`src/rtl/tmr_irq_pkg.sv`:
```
package tmr_irq_pkg;
  localparam int unsigned NSRC   = 3;
  localparam int unsigned IDX_W  = 2;
  localparam int unsigned NCMP   = 2;
  localparam int unsigned SRC_OVF  = 0;
  localparam int unsigned SRC_CMPA = 1;
  localparam int unsigned SRC_CMPB = 2;
  typedef enum logic [1:0] {
    REG_MASK = 2'd0,
    REG_FLAG = 2'd1,
    REG_CMPA = 2'd2,
    REG_CMPB = 2'd3
  } reg_sel_e;
endpackage

```
`src/rtl/tmr_cmp_bank.sv`:
```
module tmr_cmp_bank #(
  parameter int unsigned CNT_W = 8,
  parameter int unsigned NCMP  = 2
) (
  input  logic                       clk_i,
  input  logic                       rst_ni,
  input  logic [CNT_W-1:0]           count_i,
  input  logic [NCMP-1:0]            wr_en_i,
  input  logic [CNT_W-1:0]           wdata_i,
  output logic [NCMP-1:0][CNT_W-1:0] cmp_o,
  output logic [NCMP-1:0]            match_o
);
  for (genvar c = 0; c < NCMP; c++) begin : g_ch
    logic [CNT_W-1:0] cmp_q;
    always_ff @(posedge clk_i or negedge rst_ni) begin
      if (!rst_ni)         cmp_q <= '0;
      else if (wr_en_i[c]) cmp_q <= wdata_i;
    end
    assign cmp_o[c]   = cmp_q;
    assign match_o[c] = (count_i == cmp_q);

    // a written value becomes the compare value at the next edge
    a_r1_cmp_load: assert property (@(posedge clk_i) disable iff (!rst_ni)
      wr_en_i[c] |=> cmp_q == $past(wdata_i));
  end
endmodule

```
`src/rtl/tmr_flag_reg.sv`:
```
module tmr_flag_reg #(
  parameter int unsigned NSRC = 3
) (
  input  logic            clk_i,
  input  logic            rst_ni,
  input  logic [NSRC-1:0] set_i,
  input  logic [NSRC-1:0] wclr_i,
  input  logic [NSRC-1:0] aclr_i,
  output logic [NSRC-1:0] flag_o
);
  logic [NSRC-1:0] flag_q, flag_d;

  // set wins over either clear
  always_comb flag_d = set_i | (flag_q & ~wclr_i & ~aclr_i);

  always_ff @(posedge clk_i or negedge rst_ni) begin
    if (!rst_ni) flag_q <= '0;
    else         flag_q <= flag_d;
  end
  assign flag_o = flag_q;

  for (genvar s = 0; s < NSRC; s++) begin : g_chk
    a_r6_set_wins: assert property (@(posedge clk_i) disable iff (!rst_ni)
      set_i[s] |=> flag_q[s]);
    a_r4_w1c: assert property (@(posedge clk_i) disable iff (!rst_ni)
      (wclr_i[s] && !set_i[s]) |=> !flag_q[s]);
    a_r4_hold: assert property (@(posedge clk_i) disable iff (!rst_ni)
      (flag_q[s] && !wclr_i[s] && !aclr_i[s]) |=> flag_q[s]);
    a_r5_ack_clr: assert property (@(posedge clk_i) disable iff (!rst_ni)
      (aclr_i[s] && !set_i[s]) |=> !flag_q[s]);
  end
endmodule

```
`src/rtl/tmr_irq_arb.sv`:
```
module tmr_irq_arb
  import tmr_irq_pkg::*;
(
  input  logic             gie_i,
  input  logic [NSRC-1:0]  flag_i,
  input  logic [NSRC-1:0]  mask_i,
  output logic             irq_o,
  output logic [IDX_W-1:0] idx_o
);
  logic [NSRC-1:0] pend;
  always_comb begin
    pend  = flag_i & mask_i & {NSRC{gie_i}};
    irq_o = |pend;
    if (pend[SRC_CMPA])      idx_o = IDX_W'(SRC_CMPA);
    else if (pend[SRC_CMPB]) idx_o = IDX_W'(SRC_CMPB);
    else                     idx_o = IDX_W'(SRC_OVF);
  end
endmodule

```
`src/rtl/tmr_irq_unit.sv`:
```
module tmr_irq_unit
  import tmr_irq_pkg::*;
#(
  parameter int unsigned DATA_W = 8
) (
  input  logic              clk_i,
  input  logic              rst_ni,
  input  logic [DATA_W-1:0] count_i,
  input  logic              ovf_i,
  input  logic              gie_i,
  input  logic              bus_we_i,
  input  logic [1:0]        bus_addr_i,
  input  logic [DATA_W-1:0] bus_wdata_i,
  output logic [DATA_W-1:0] bus_rdata_o,
  input  logic              ack_i,
  input  logic [IDX_W-1:0]  ack_idx_i,
  output logic              irq_o,
  output logic [IDX_W-1:0]  irq_idx_o
);
  logic [NSRC-1:0]              mask_q, flag, set, wclr, aclr;
  logic [NCMP-1:0]              cmp_we, match;
  logic [NCMP-1:0][DATA_W-1:0]  cmp;
  reg_sel_e                     sel;

  assign sel = reg_sel_e'(bus_addr_i);

  always_ff @(posedge clk_i or negedge rst_ni) begin
    if (!rst_ni)                            mask_q <= '0;
    else if (bus_we_i && sel == REG_MASK)   mask_q <= bus_wdata_i[NSRC-1:0];
  end

  assign cmp_we = {bus_we_i && sel == REG_CMPB, bus_we_i && sel == REG_CMPA};

  tmr_cmp_bank #(.CNT_W(DATA_W), .NCMP(NCMP)) u_cmp (
    .clk_i(clk_i), .rst_ni(rst_ni), .count_i(count_i), .wr_en_i(cmp_we),
    .wdata_i(bus_wdata_i), .cmp_o(cmp), .match_o(match)
  );

  always_comb begin
    set           = '0;
    set[SRC_OVF]  = ovf_i;
    set[SRC_CMPA] = match[0];
    set[SRC_CMPB] = match[1];
    wclr = (bus_we_i && sel == REG_FLAG) ? bus_wdata_i[NSRC-1:0] : '0;
    aclr = ack_i ? (NSRC'(1) << ack_idx_i) : '0;  // code 3 shifts out
  end

  tmr_flag_reg #(.NSRC(NSRC)) u_flag (
    .clk_i(clk_i), .rst_ni(rst_ni), .set_i(set), .wclr_i(wclr),
    .aclr_i(aclr), .flag_o(flag)
  );

  tmr_irq_arb u_arb (
    .gie_i(gie_i), .flag_i(flag), .mask_i(mask_q),
    .irq_o(irq_o), .idx_o(irq_idx_o)
  );

  always_comb begin
    unique case (sel)
      REG_MASK: bus_rdata_o = DATA_W'(mask_q);
      REG_FLAG: bus_rdata_o = DATA_W'(flag);
      REG_CMPA: bus_rdata_o = cmp[0];
      REG_CMPB: bus_rdata_o = cmp[1];
      default:  bus_rdata_o = '0;
    endcase
  end

  a_r1_match_a: assert property (@(posedge clk_i) disable iff (!rst_ni)
    (count_i == cmp[0]) |=> flag[SRC_CMPA]);
  a_r1_match_b: assert property (@(posedge clk_i) disable iff (!rst_ni)
    (count_i == cmp[1]) |=> flag[SRC_CMPB]);
  a_r2_ovf_sets: assert property (@(posedge clk_i) disable iff (!rst_ni)
    ovf_i |=> flag[SRC_OVF]);
  a_r3_resv_zero: assert property (@(posedge clk_i) disable iff (!rst_ni)
    (bus_addr_i < 2'd2) |-> bus_rdata_o[DATA_W-1:NSRC] == '0);
  a_r7_irq_gated: assert property (@(posedge clk_i) disable iff (!rst_ni)
    irq_o |-> (gie_i && |(flag & mask_q)));
  a_r7_irq_raised: assert property (@(posedge clk_i) disable iff (!rst_ni)
    (gie_i && |(flag & mask_q)) |-> irq_o);
  a_r8_prio_a: assert property (@(posedge clk_i) disable iff (!rst_ni)
    (irq_o && irq_idx_o != IDX_W'(SRC_CMPA)) |-> !(flag[SRC_CMPA] && mask_q[SRC_CMPA]));
  a_r8_idx_legal: assert property (@(posedge clk_i) disable iff (!rst_ni)
    irq_idx_o != 2'd3);
endmodule

```
`config.mk`:
```
export PLATFORM = sky130hd
export DESIGN_NAME = tmr_irq_unit
export DESIGN_NICKNAME = d
export VERILOG_FILES = /design/src/rtl/tmr_irq_pkg.sv /design/src/rtl/tmr_cmp_bank.sv /design/src/rtl/tmr_flag_reg.sv /design/src/rtl/tmr_irq_arb.sv /design/src/rtl/tmr_irq_unit.sv
export SDC_FILE = /design/constraint.sdc
export NUM_CORES = 1
export LEC_CHECK = 0
export ABC_AREA = 1
export BUFFER_PORTS_ARGS = -buffer_cell sky130_fd_sc_hd__buf_2
export CORE_UTILIZATION = 23
export CTS_CLUSTER_DIAMETER = 100
export DETAILED_ROUTE_END_ITERATION = 8
export GPL_TIMING_DRIVEN = 1
export PLACE_DENSITY = 0.37
export SYNTH_ARGS = -nofsm -noshare
export SYNTH_HDL_FRONTEND = slang
export SYNTH_SLANG_ARGS = --single-unit
```
`constraint.sdc`:
```
create_clock -name clk_i -period 1.79 [get_ports clk_i]
set_input_delay 0.2685 -clock clk_i [delete_from_list [all_inputs] [get_ports clk_i]]
set_output_delay 0.2685 -clock clk_i [all_outputs]
set_load 0.01 [all_outputs]
```
== After elaboration in Yosys (flattened, before gate mapping) ==
Cells that the tools add are included.
Widths: inputs -> output; s select.

* Equal/unequal tests: 5
* Shift operators: 1
* Multiplexer cells: 5
* Bitwise gates (word level): 7
* Reductions and logical operators: 6

{| class="wikitable"
|+ Operator list
! operator !! count
|-
| $pmux 8 s4 || 1
|-
| $eq 8x8->1 || 2
|-
| $and 3x3->3 || 4
|-
| $mux 3 || 2
|-
| $not 3->3 || 2
|-
| $eq 2x2->1 const B || 2
|-
| $logic_and 1x1->1 || 4
|-
| $mux 2 || 2
|-
| $or 3x3->3 || 1
|-
| $reduce_or 3->1 || 1
|-
| $shl 1x2->3 const A || 1
|-
| $eq 2x1->1 const B || 1
|-
| $logic_not 2->1 || 1
|}

* Bits in registers: 22
* Input bits: 26
* Output and inout bits: 11
* Word-level logic and storage cells: 28

== Longest topological paths before layout ==
Gate-level depths: netlist of the first run.

* Depth after elaboration: 7
* Mapped depth: 7
* Mapped depth without buffers: 7

== By module ==
A second synthesis of the first run with hierarchy kept.

* Cells, all modules: 221
* Area total of the unflattened synthesis: 1416.4 sq um

{| class="wikitable"
|+ Modules (own cells, without submodules)
! module !! times used !! cells an instance !! area an instance (sq um) !! sequential area each (sq um)
|-
| tmr_cmp_bank || 1 || 136 || 878.3 || 400.4
|-
| tmr_irq_unit || 1 || 61 || 375.4 || 75.1
|-
| tmr_flag_reg || 1 || 18 || 135.1 || 75.1
|-
| tmr_irq_arb || 1 || 6 || 27.5 || 0.0
|}

== Worst setup path before layout of the first run ==
Ideal clock, no wire load.

* Path type: input to output
* Start point: input bus_addr_i[1]
* End point: output bus_rdata_o[5]
* Arrival time: 0.823 ns
* Required time: 1.521 ns
* Slack: 0.699 ns
* Stages: 4
* Path buffers: 0
* Cells stage by stage: inv_2 > nor2_4 > inv_1 > o21ai_0

* Word-level cells in the longest chain between the ends: 2
* Elaborated cells between the ends (all ways): 5
* Classes of those cells: 3 x eq/ne; 1 x mux; 1 x reduce/logical

{| class="wikitable"
|+ Ends and longest elaborated chain
! element !! line !! text
|-
| from (decl) || tmr_irq_unit.sv:12 || <nowiki>input logic [1:0] bus_addr_i,</nowiki>
|-
| $eq 2x2->1, or another cell as far along || tmr_irq_unit.sv:59 || <nowiki>unique case (sel)</nowiki>
|-
| $pmux 8 s4 * || tmr_irq_unit.sv:59 ||
|-
| to (decl) || tmr_irq_unit.sv:14 || <nowiki>output logic [DATA_W-1:0] bus_rdata_o,</nowiki>
|}

Every way passes the cells marked *; elsewhere a longest branch is shown, timed or not.

== Worst setup path after layout of the first run ==
Ends and elaborated chain as after synthesis.

==> flow_summary.ini, run 1 <==
[run_status]
status = complete, but fails checks
violations = hold timing

[detailed_routing]
dr_wl_met2_um = 1740
wl_met1_um = 1660
routed.top_layer = met4
drt-vias-per-instance = 4.16
drt_first_pass_iters = 5
wl_met3_um = 50
wl_per_cell_um = 12.4
drc = 0
vias = 1168
ant_nets = 0
routed_wl_um = 3490
drt-initial-drc-count = 31

[synthesis]
ys_ff_latch = 22
ys_types = 19
syn_area_per_cell_sq_um = 7.87
ys_warn_count = 0
synth_area_sq_mm = 0.00135
synth_nets = 198
syn_inst = 172
yosysSeqAreaShare_pct = 40.7

[critical_path]
crit_type = in2out
end_kind = primary output
reg2reg_slack_ns = 0.82
critical_path.startpoint_type = primary input
crit_fanout = 8
r2r_start = u_cmp.g_ch[1].cmp_q[1]$_DFFE_PN0P_
arrival_ns = 1.12
required_ns = 1.52
r2r_end = u_flag.flag_o[2]$_DFF_PN0_
reg2reg_depth = 7

[final_layout]
fin_nets = 237
fin_cells = 281
layout_common_cells = nand2_1 (58), buf_2 (36), inv_1 (23)
area_delta_synth_final_pct = 21.3
num_antenna_cells = 0
multi_input_area_sq_um = 686
seqCellArea_sq_um = 551
mostFrequentLayoutCell = nand2_1
drive_gt1_share_pct = 31.1
design_area_sq_mm = 0.00164
fillers = 627

[global_route]
grt_pass1_wl_um = 5780
grt_pass1_vias = 1155
track_usage_pct = 12.3
grt_max_degree = 23
antenna_found_initial = 0
grt-ovfl-total = 0

[placed_design]
dpl.hpwl_um = 2650
placed_cells = 278
numPortBuffers = 36
placed_cell_area_sq_mm = 0.00160
gp_congestion = 0.765

[sta]
max_freq_mhz = 721
finalCritPeriodShare_pct = 77.5
relSlewSlack_pct = 64.3
holdWs_ns = -0.0199
setup_viol = 0
fin_tns_setup_ns = 0
timing.final.crit_period_ns = 1.39
report.final.slew_viol_count = 0
hold_viol = 22
clock_skew_ns = 0.00355
worstMarginPinSlew_ns = 0.535
rsz0062_at_grt = false

[power_and_ir_drop]
p_per_area_mw_per_mm2 = 795
netSwitchingPower_mw = 0.429
p_int_mw = 0.877
p_sw_share_pct = 32.9
p_comb_share_pct = 26.9
pwr-share-seq_pct = 48.8
ir_drop_mv = 0.244
clkPwrFrac_pct = 24.3
leakage_nw = 0.872

[clock_tree]
cts_setup_buffers = 0
cts.reportedPaths.clkPinSlew_ns = 0.08
clk_latency_ns = 0.26
htreeDepth = 1
post_cts_resized = 0
cts.sink_count = 22
tritoncts = yes
clk_path_buf_depth = 2
hold_buffers = 0
numCtsBuffers = 3
root_buffer = clkbuf_8

[floorplan]
start_util_pct = 24.3
die_area_sq_mm = 0.00620
fp.dieH_um = 78.7
ioPinCount = 37
core_area_sq_mm = 0.00557
rows = 27
die_w_um = 78.7

[run]
cap_violations = 0

[worst_hold_path]
hold_class = in2async
## power by group through the flow
stage / registers, mW / clock network, mW / logic, mW
6_report: 0.638 / 0.317 / 0.351
5_1_grt: 0.651 / 0.355 / 0.402
4_1_cts: 0.638 / 0.334 / 0.360
3_5_place_dp: 0.648 / 0 / 0.358
3_3_place_gp: 0.652 / 0 / 0.359
2_1_floorplan: 0.630 / 0 / 0.246
## stage by stage
step | utilization, % | hold slack, ns | total power [mW] | setup slack [ns]
floorplan | - | -0.0271 | 0.876 | 0.699
global placement | 28.7 | 0.292 | 1.01 | 0.398
detailed placement | 28.7 | 0.297 | 1.01 | 0.390
CTS | 29.5 | 0.00129 | 1.33 | 0.381
global route | 29.5 | 0.0189 | 1.41 | 0.315
finish | 29.5 | -0.0199 | 1.31 | 0.403
## synth_stat cells, drive strengths merged
master / n / share of area (%)
nand2: 65 / 20
inv: 24 / 6.7
dfrtp: 22 / 41
o21ai: 20 / 12
nand3: 13 / 4.8
xnor2: 10 / 6.5
nor2: 7 / 2.5
a22o: 3 / 1.9
buf: 2 / 1.7
o2111ai: 2 / 1.3
and3: 1 / 0.46
clkinv: 1 / 0.37
nand4: 1 / 0.46
o22ai: 1 / 0.46
## state kept, by name, indices dropped and copies added, names as in the netlist
signal and flops:
mask_q 3, u_flag.flag_o 3, u_cmp.g_ch.cmp_q 16
## final cells by class
type / instances / share of cell area (%)
multi-input cells: 123 / 41.7
inverters: 25 / 5.79
flip-flops and latches: 22 / 33.5
repair buffers: 36 / 11.0
clock buffers: 3 / 2.51
well taps: 72 / 5.48
## per-layer routing
layer	track usage [%]	up-vias
met5	0	-
met1	16.3	536
met3	1.38	2
met4	5.19	0
li1	-	617
met2	20.2	13
## worst max-delay path, cell delays in order
cell	delay [ns]
buf_2	0.14
inv_2	0.08
nor2_4	0.24
inv_1	0.09
o21ai_0	0.15
buf_2	0.15
## how the worst max path moves through the flow
stage | slack, ns | depth (start not counted) | endpoint | start
global route | 0.31 | 6 | bus_rdata_o[5] | bus_addr_i[1]
CTS | 0.38 | 6 | bus_rdata_o[5] | bus_addr_i[1]
finish | 0.40 | 6 | bus_rdata_o[5] | bus_addr_i[1]
detailed placement | 0.39 | 6 | bus_rdata_o[5] | bus_addr_i[1]
global placement | 0.40 | 6 | bus_rdata_o[5] | bus_addr_i[1]
floorplan | 0.70 | 4 | bus_rdata_o[5] | bus_addr_i[1]
## kinds of logic (layout without fill, tap and decap cells)
family	after synthesis	count (layout)	synth area share, %
flip-flops	22	22	40.7
AND/OR/NAND/NOR	87	87	28.7
AO/OA/AOI/OAI	26	26	15.5
XOR/XNOR	10	10	6.47
buffers and inverters	27	64	8.69
No activity file was read; power rests on OpenSTA's default activity.
==> inputs of run 2 (changes only) <==
PLACE_DENSITY = 0.39   (was 0.37)
clock period = 1.19 ns   (was 1.79 ns; I/O delays follow)
==> run 2 against run 1 <==
The flow finishes with violations (setup timing). Global-route usage rose by 0.13 points. Flip-flop and latch count did not move. Critical path depth fell by 3. Largest power group unchanged. Highest routed layer unchanged.
==> flow_summary.ini, run 2 (synthesized netlist as in run 1, its figures left out) <==
[sta]
clock_skew_ns = 0.00416
hold_viol = 0
setup_ws_ns = -0.0330
holdWs_ns = 0.100
timing.final.crit_period_ns = 1.22
worstMarginPinSlew_ns = 0.521
max_freq_mhz = 818
finalCritPeriodShare_pct = 103
rsz0062_at_grt = true
relSlewSlack_pct = 65.3
report.final.slew_viol_count = 0
setup_viol = 2

[final_layout]
top_register = u_cmp.g_ch.cmp_q
final_core_util_pct = 33.4
largest_reg_flops = 16
drive_gt1_share_pct = 43.3
area_delta_synth_final_pct = 37.4
num_antenna_cells = 0
layout_common_cells = nand2_1 (57), buf_2 (36), dfrtp_1 (22)
mostFrequentLayoutCell = nand2_1
design_area_sq_mm = 0.00186
fin_nets = 259

[clock_tree]
tritoncts = yes
root_buffer = clkbuf_8
htreeDepth = 1
clk_latency_ns = 0.26
clk_path_buf_depth = 2
cts.reportedPaths.clkPinSlew_ns = 0.08
numCtsBuffers = 3
cts.sink_count = 22

[critical_path]
crit_fanout = 3
r2r_end = u_flag.flag_o[1]$_DFF_PN0_
crit_type = reg2out
reg2reg_depth = 6
required_ns = 1.01
reg2reg_slack_ns = 0.16
critical_path.startpoint_type = register
r2r_start = u_cmp.g_ch[0].cmp_q[6]$_DFFE_PN0P_
arrival_ns = 1.04
end_kind = primary output

[placed_design]
placed_cell_area_sq_mm = 0.00162
numPortBuffers = 36
dpl.hpwl_um = 2660
dpl_worst_slack_ns = 0.0508
gp_congestion = 0.769

[detailed_routing]
routed_wl_um = 3510
drt-initial-drc-count = 39
ant_nets = 0
drt_first_pass_iters = 3
drt-vias-per-instance = 4.10
vias = 1242
drc = 0
wl_per_cell_um = 11.6

[run_status]
status = complete, but fails checks
violations = setup timing

[run]
cap_violations = 0

[floorplan]
rows = 27
ioPinCount = 37
die_area_sq_mm = 0.00620
core_area_sq_mm = 0.00557
die_w_um = 78.7
fp.dieH_um = 78.7
start_util_pct = 24.3

[global_route]
grt_pass1_wl_um = 5890
grt_pass1_vias = 1243
antenna_found_initial = 0
grt_max_degree = 23
track_usage_pct = 12.4
grt-ovfl-total = 0

[worst_hold_path]
hold_class = in2reg
min_to = u_flag.flag_o[0]$_DFF_PN0_
worstHoldStart = ovf_i
whs_path_depth = 3

[power_and_ir_drop]
leakage_nw = 0.992
ir_drop_mv = 0.415
p_per_area_mw_per_mm2 = 1140
==> run 2: cell count changes in the layout (fill, tap and decap cells not counted), moves of 2 or more <==
cell / change
buf_4: +20
o2111ai_1: -2
inv_2: +5
o2111ai_2: +2
nand3_1: -4
nand3_2: +4
inv_1: -5
==> run 2: per-layer routing <==
layer,wire [um],GRT usage [%],up-vias
li1,-,-,667
met1,1710,16.3,558
met2,1670,20.5,13
met3,63,1.49,4
met4,68,5.37,0
met5,0,0,-
==> run 2: area by class of cell <==
| type | instances | area [sq um] |
|---|---|---|
| tap | 72 | 90.1 |
| sequential | 22 | 551 |
| fill | 619 | 3710 |
| inverter | 25 | 96.3 |
| timing repair buffer | 58 | 352 |
| multi-input combinational | 123 | 731 |
| clock buffer | 3 | 41.3 |
==> run 2: how the worst max path moves through the flow <==
| stage | from | endpoint | slack, ns | cells after the start |
|---|---|---|---|---|
| global route | mask_q[0]$_DFFE_PN0P_ | bus_rdata_o[0] | -0.09 | 3 |
| global placement | bus_addr_i[0] | bus_rdata_o[7] | 0.06 | 5 |
| CTS | mask_q[0]$_DFFE_PN0P_ | bus_rdata_o[0] | -0.05 | 3 |
| floorplan | bus_addr_i[1] | bus_rdata_o[5] | 0.28 | 4 |
| finish | u_flag.flag_o[1]$_DFF_PN0_ | bus_rdata_o[1] | -0.03 | 3 |
| detailed placement | bus_addr_i[1] | bus_rdata_o[2] | 0.05 | 7 |
==> run 2: worst max-delay path, cell delays in order (launching register included) <==
cell,delay [ns]
dfrtp_1,0.42
nand3_2,0.08
o2111ai_2,0.13
buf_2,0.16
==> run 2: power breakdown <==
group	internal [mW]	switching (mW)
Clock	0.226	0.241
Combinational	0.360	0.357
Sequential	0.855	0.0786
Total	1.44	0.677
==> run 2: timing repair <==
action	CTS	global route
pin swaps	9	3
gates resized for setup	10	7
setup buffers	15	3
endpoints found under the setup margin	10	10
endpoints found under the hold margin	22	0
hold buffers	1	0
==> run 2: per-stage QoR <==
step / total power, mW / cells / TNS [ns]
finish: 2.12 / 303 / -0.0625
global route: 2.27 / 303 / -0.344
detailed placement: 1.52 / 281 / 0
global placement: 1.52 / 281 / 0
floorplan: 1.32 / 172 / 0
CTS: 2.12 / 300 / -0.107
==> inputs of run 3 (changes only) <==
CTS_CLUSTER_DIAMETER = 60   (was 100)
SYNTH_HIERARCHICAL = 1   (was not set)
==> run 3 against run 2 <==
The flow still finishes with violations (setup timing). First-iteration DRC count is 31% higher. Register-to-register slack hardly changed. Count of clock-buffer cells in the layout stayed put.
==> flow_summary.ini, run 3 <==
[sta]
rsz0062_at_grt = true
max_freq_mhz = 830
clock_skew_ns = 0.00419
setup_ws_ns = -0.0146
setup_viol = 1
hold_viol = 0
report.final.slew_viol_count = 0
worstMarginPinSlew_ns = 0.547
finalCritPeriodShare_pct = 101
fin_tns_setup_ns = -0.0146
timing.final.crit_period_ns = 1.20
relSlewSlack_pct = 63.5

[critical_path]
slowest_stage = dfrtp_1
reg2reg_slack_ns = 0.15
critPathTopFamily = flip-flops
crit_buf_inv = 2
cp_cell_sequence = nand3_2 > inv_2 > nor2_1 > buf_2
crit_fanout = 3
critical_path.startpoint_type = register
end_kind = primary output
cp_slowest_stage_delay_ns = 0.43
required_ns = 1.01
crit_type = reg2out
arrival_ns = 1.03

[clock_tree]
root_buffer = clkbuf_8
tritoncts = yes
cts.reportedPaths.clkPinSlew_ns = 0.09
numCtsBuffers = 3
cts.sink_count = 22
htreeDepth = 1
clk_path_buf_depth = 2
clk_latency_ns = 0.26

[power_and_ir_drop]
leakage_nw = 1.01
p_per_area_mw_per_mm2 = 1220
power_mw = 2.26
ir_drop_mv = 0.592

[synthesis]
synth.area.mux_share_pct = 0
ys_types = 19
syn_area_per_cell_sq_um = 6.41
synth_area_sq_mm = 0.00142
async_reset_ff_share_pct = 100
synth_top_area_share_pct = 38.9
synth_compound_area_share_pct = 6.71
synth_area_leader_cell = dfrtp_1
ys_warn_count = 6
ys_ff_latch = 22
synth_nets = 247
synth.most_common_cell = nand2_1
synth-xor-area-share_pct = 0
synth_edf_count = 0
synth_area_leaders = dfrtp_1 (39%), nand2_1 (22%), inv_1 (10%)
synthAdderAreaFrac_pct = 0
synth_top_family_by_area = simple AND/OR/NAND/NOR gates
syn_inst = 221
synth_common_cells = nand2_1 (83), inv_1 (39), nand3_1 (26)
synth_flop_cell = dfrtp_1
yosysSeqAreaShare_pct = 38.9
synth-simple-area-share_pct = 40.4

[global_route]
antenna_found_initial = 0
grt_max_degree = 23
grt_pass1_wl_um = 6430
track_usage_pct = 13.3
grt-ovfl-total = 0
grt_pass1_vias = 1387

[detailed_routing]
ant_nets = 0
wl_per_cell_um = 11.2
drt_first_pass_iters = 4
drt-vias-per-instance = 4.14
drt-initial-drc-count = 51
drc = 0
routed_wl_um = 3850
vias = 1420

[final_layout]
area_delta_synth_final_pct = 31.0
top_register = u_cmp/g_ch.cmp_q
fin_cells = 343
largest_reg_flops = 16
mostFrequentLayoutCell = nand2_1
fin_nets = 295
layout_common_cells = nand2_1 (83), inv_1 (38), buf_2 (35)
drive_gt1_share_pct = 22.8
num_antenna_cells = 0
design_area_sq_mm = 0.00186

[floorplan]
start_util_pct = 23.9
fp.dieH_um = 80.5
core_area_sq_mm = 0.00592
rows = 28
ioPinCount = 37
die_area_sq_mm = 0.00648
die_w_um = 80.5

[placed_design]
dpl.hpwl_um = 2970
placed_cells = 332
gp_congestion = 0.746
numPortBuffers = 36
placed_cell_area_sq_mm = 0.00171

[run_status]
violations = setup timing
status = complete, but fails checks

[run]
cap_violations = 0

[worst_hold_path]
hold_class = in2reg
## run 3: changes by cell type after synthesis, moves of 9 or more
cell	change
o21ai_0	+12
inv_1	+16
nand3_1	+13
xnor2_1	-10
nand2_1	+25
o21ai_2	-16
nor2_1	+9
## run 3: worst reg2reg max path, stage by stage (launching register included)
cell and delay [ns]:
dfrtp_1 0.40, buf_4 0.14, nand2_1 0.06, nand2_1 0.05, nor2_1 0.09, nand2_1 0.07
nor2_1 0.08, inv_1 0.05, nand2_1 0.05
## run 3: stage by stage
step / hold slack, ns / worst slack, ns / utilization (%)
floorplan: -0.117 / 0.0104 / -
global placement: 0.210 / 0.0495 / 28.8
detailed placement: 0.202 / 0.0113 / 28.8
CTS: 0.0850 / -0.0449 / 31.1
global route: 0.117 / -0.0846 / 31.3
finish: 0.0913 / -0.0146 / 31.3
## run 3: worst paths after layout
| check | startpoint | endpoint | cells past startpoint |
|---|---|---|---|
| max | u_flag/flag_o[1]$_DFF_PN0_ | irq_idx_o[1] | 4 |
| min | ovf_i | u_flag/flag_o[0]$_DFF_PN0_ | 3 |
| max reg2reg | u_cmp/g_ch[1].cmp_q[1]$_DFFE_PN0P_ | u_flag/flag_o[2]$_DFF_PN0_ | 8 |
| min reg2reg | mask_q[0]$_DFFE_PN0P_ | mask_q[0]$_DFFE_PN0P_ | 2 |
| max in group asynchronous | rst_ni | u_cmp/g_ch[1].cmp_q[1]$_DFFE_PN0P_ | 2 |
| min in group asynchronous | rst_ni | u_cmp/g_ch[0].cmp_q[6]$_DFFE_PN0P_ | 2 |
## run 3: timing repair
action                                  4_1_cts  5_1_grt
resized for setup                             1        4
hold buffers                                  1        0
endpoints found under the setup margin        5        8
hold endpoints to repair                     22        0
setup buffers                                 6        0
pin swaps                                     5       11
## run 3: cell families (layout without fill, tap and decap cells)
family / count (synthesis) / count (layout)
simple gates: 134 / 134
flops: 22 / 22
buf+inv: 46 / 93
compound gates: 19 / 19
## run 3: per-layer routing
metal	up-vias	GRT usage, %	wire, um
met2	28	22.5	1790
met4	0	3.21	15
met3	2	2.16	161
li1	771	-	-
met1	619	17.4	1880
met5	-	0	0
## run 3: power breakdown
part | switching, mW | internal, mW
clock | 0.260 | 0.449
combinational | 0.332 | 0.255
sequential | 0.0971 | 0.866
total | 0.688 | 1.57
## run 3: area by class of cell
| type | count | area [sq um] |
|---|---|---|
| timing repair buffer | 48 | 304 |
| inverter | 41 | 154 |
| multi-input combinational | 153 | 682 |
| sequential | 22 | 551 |
| clock inverter | 1 | 30.0 |
| fill | 677 | 4070 |
| clock buffer | 3 | 41.3 |
| tap | 75 | 93.8 |
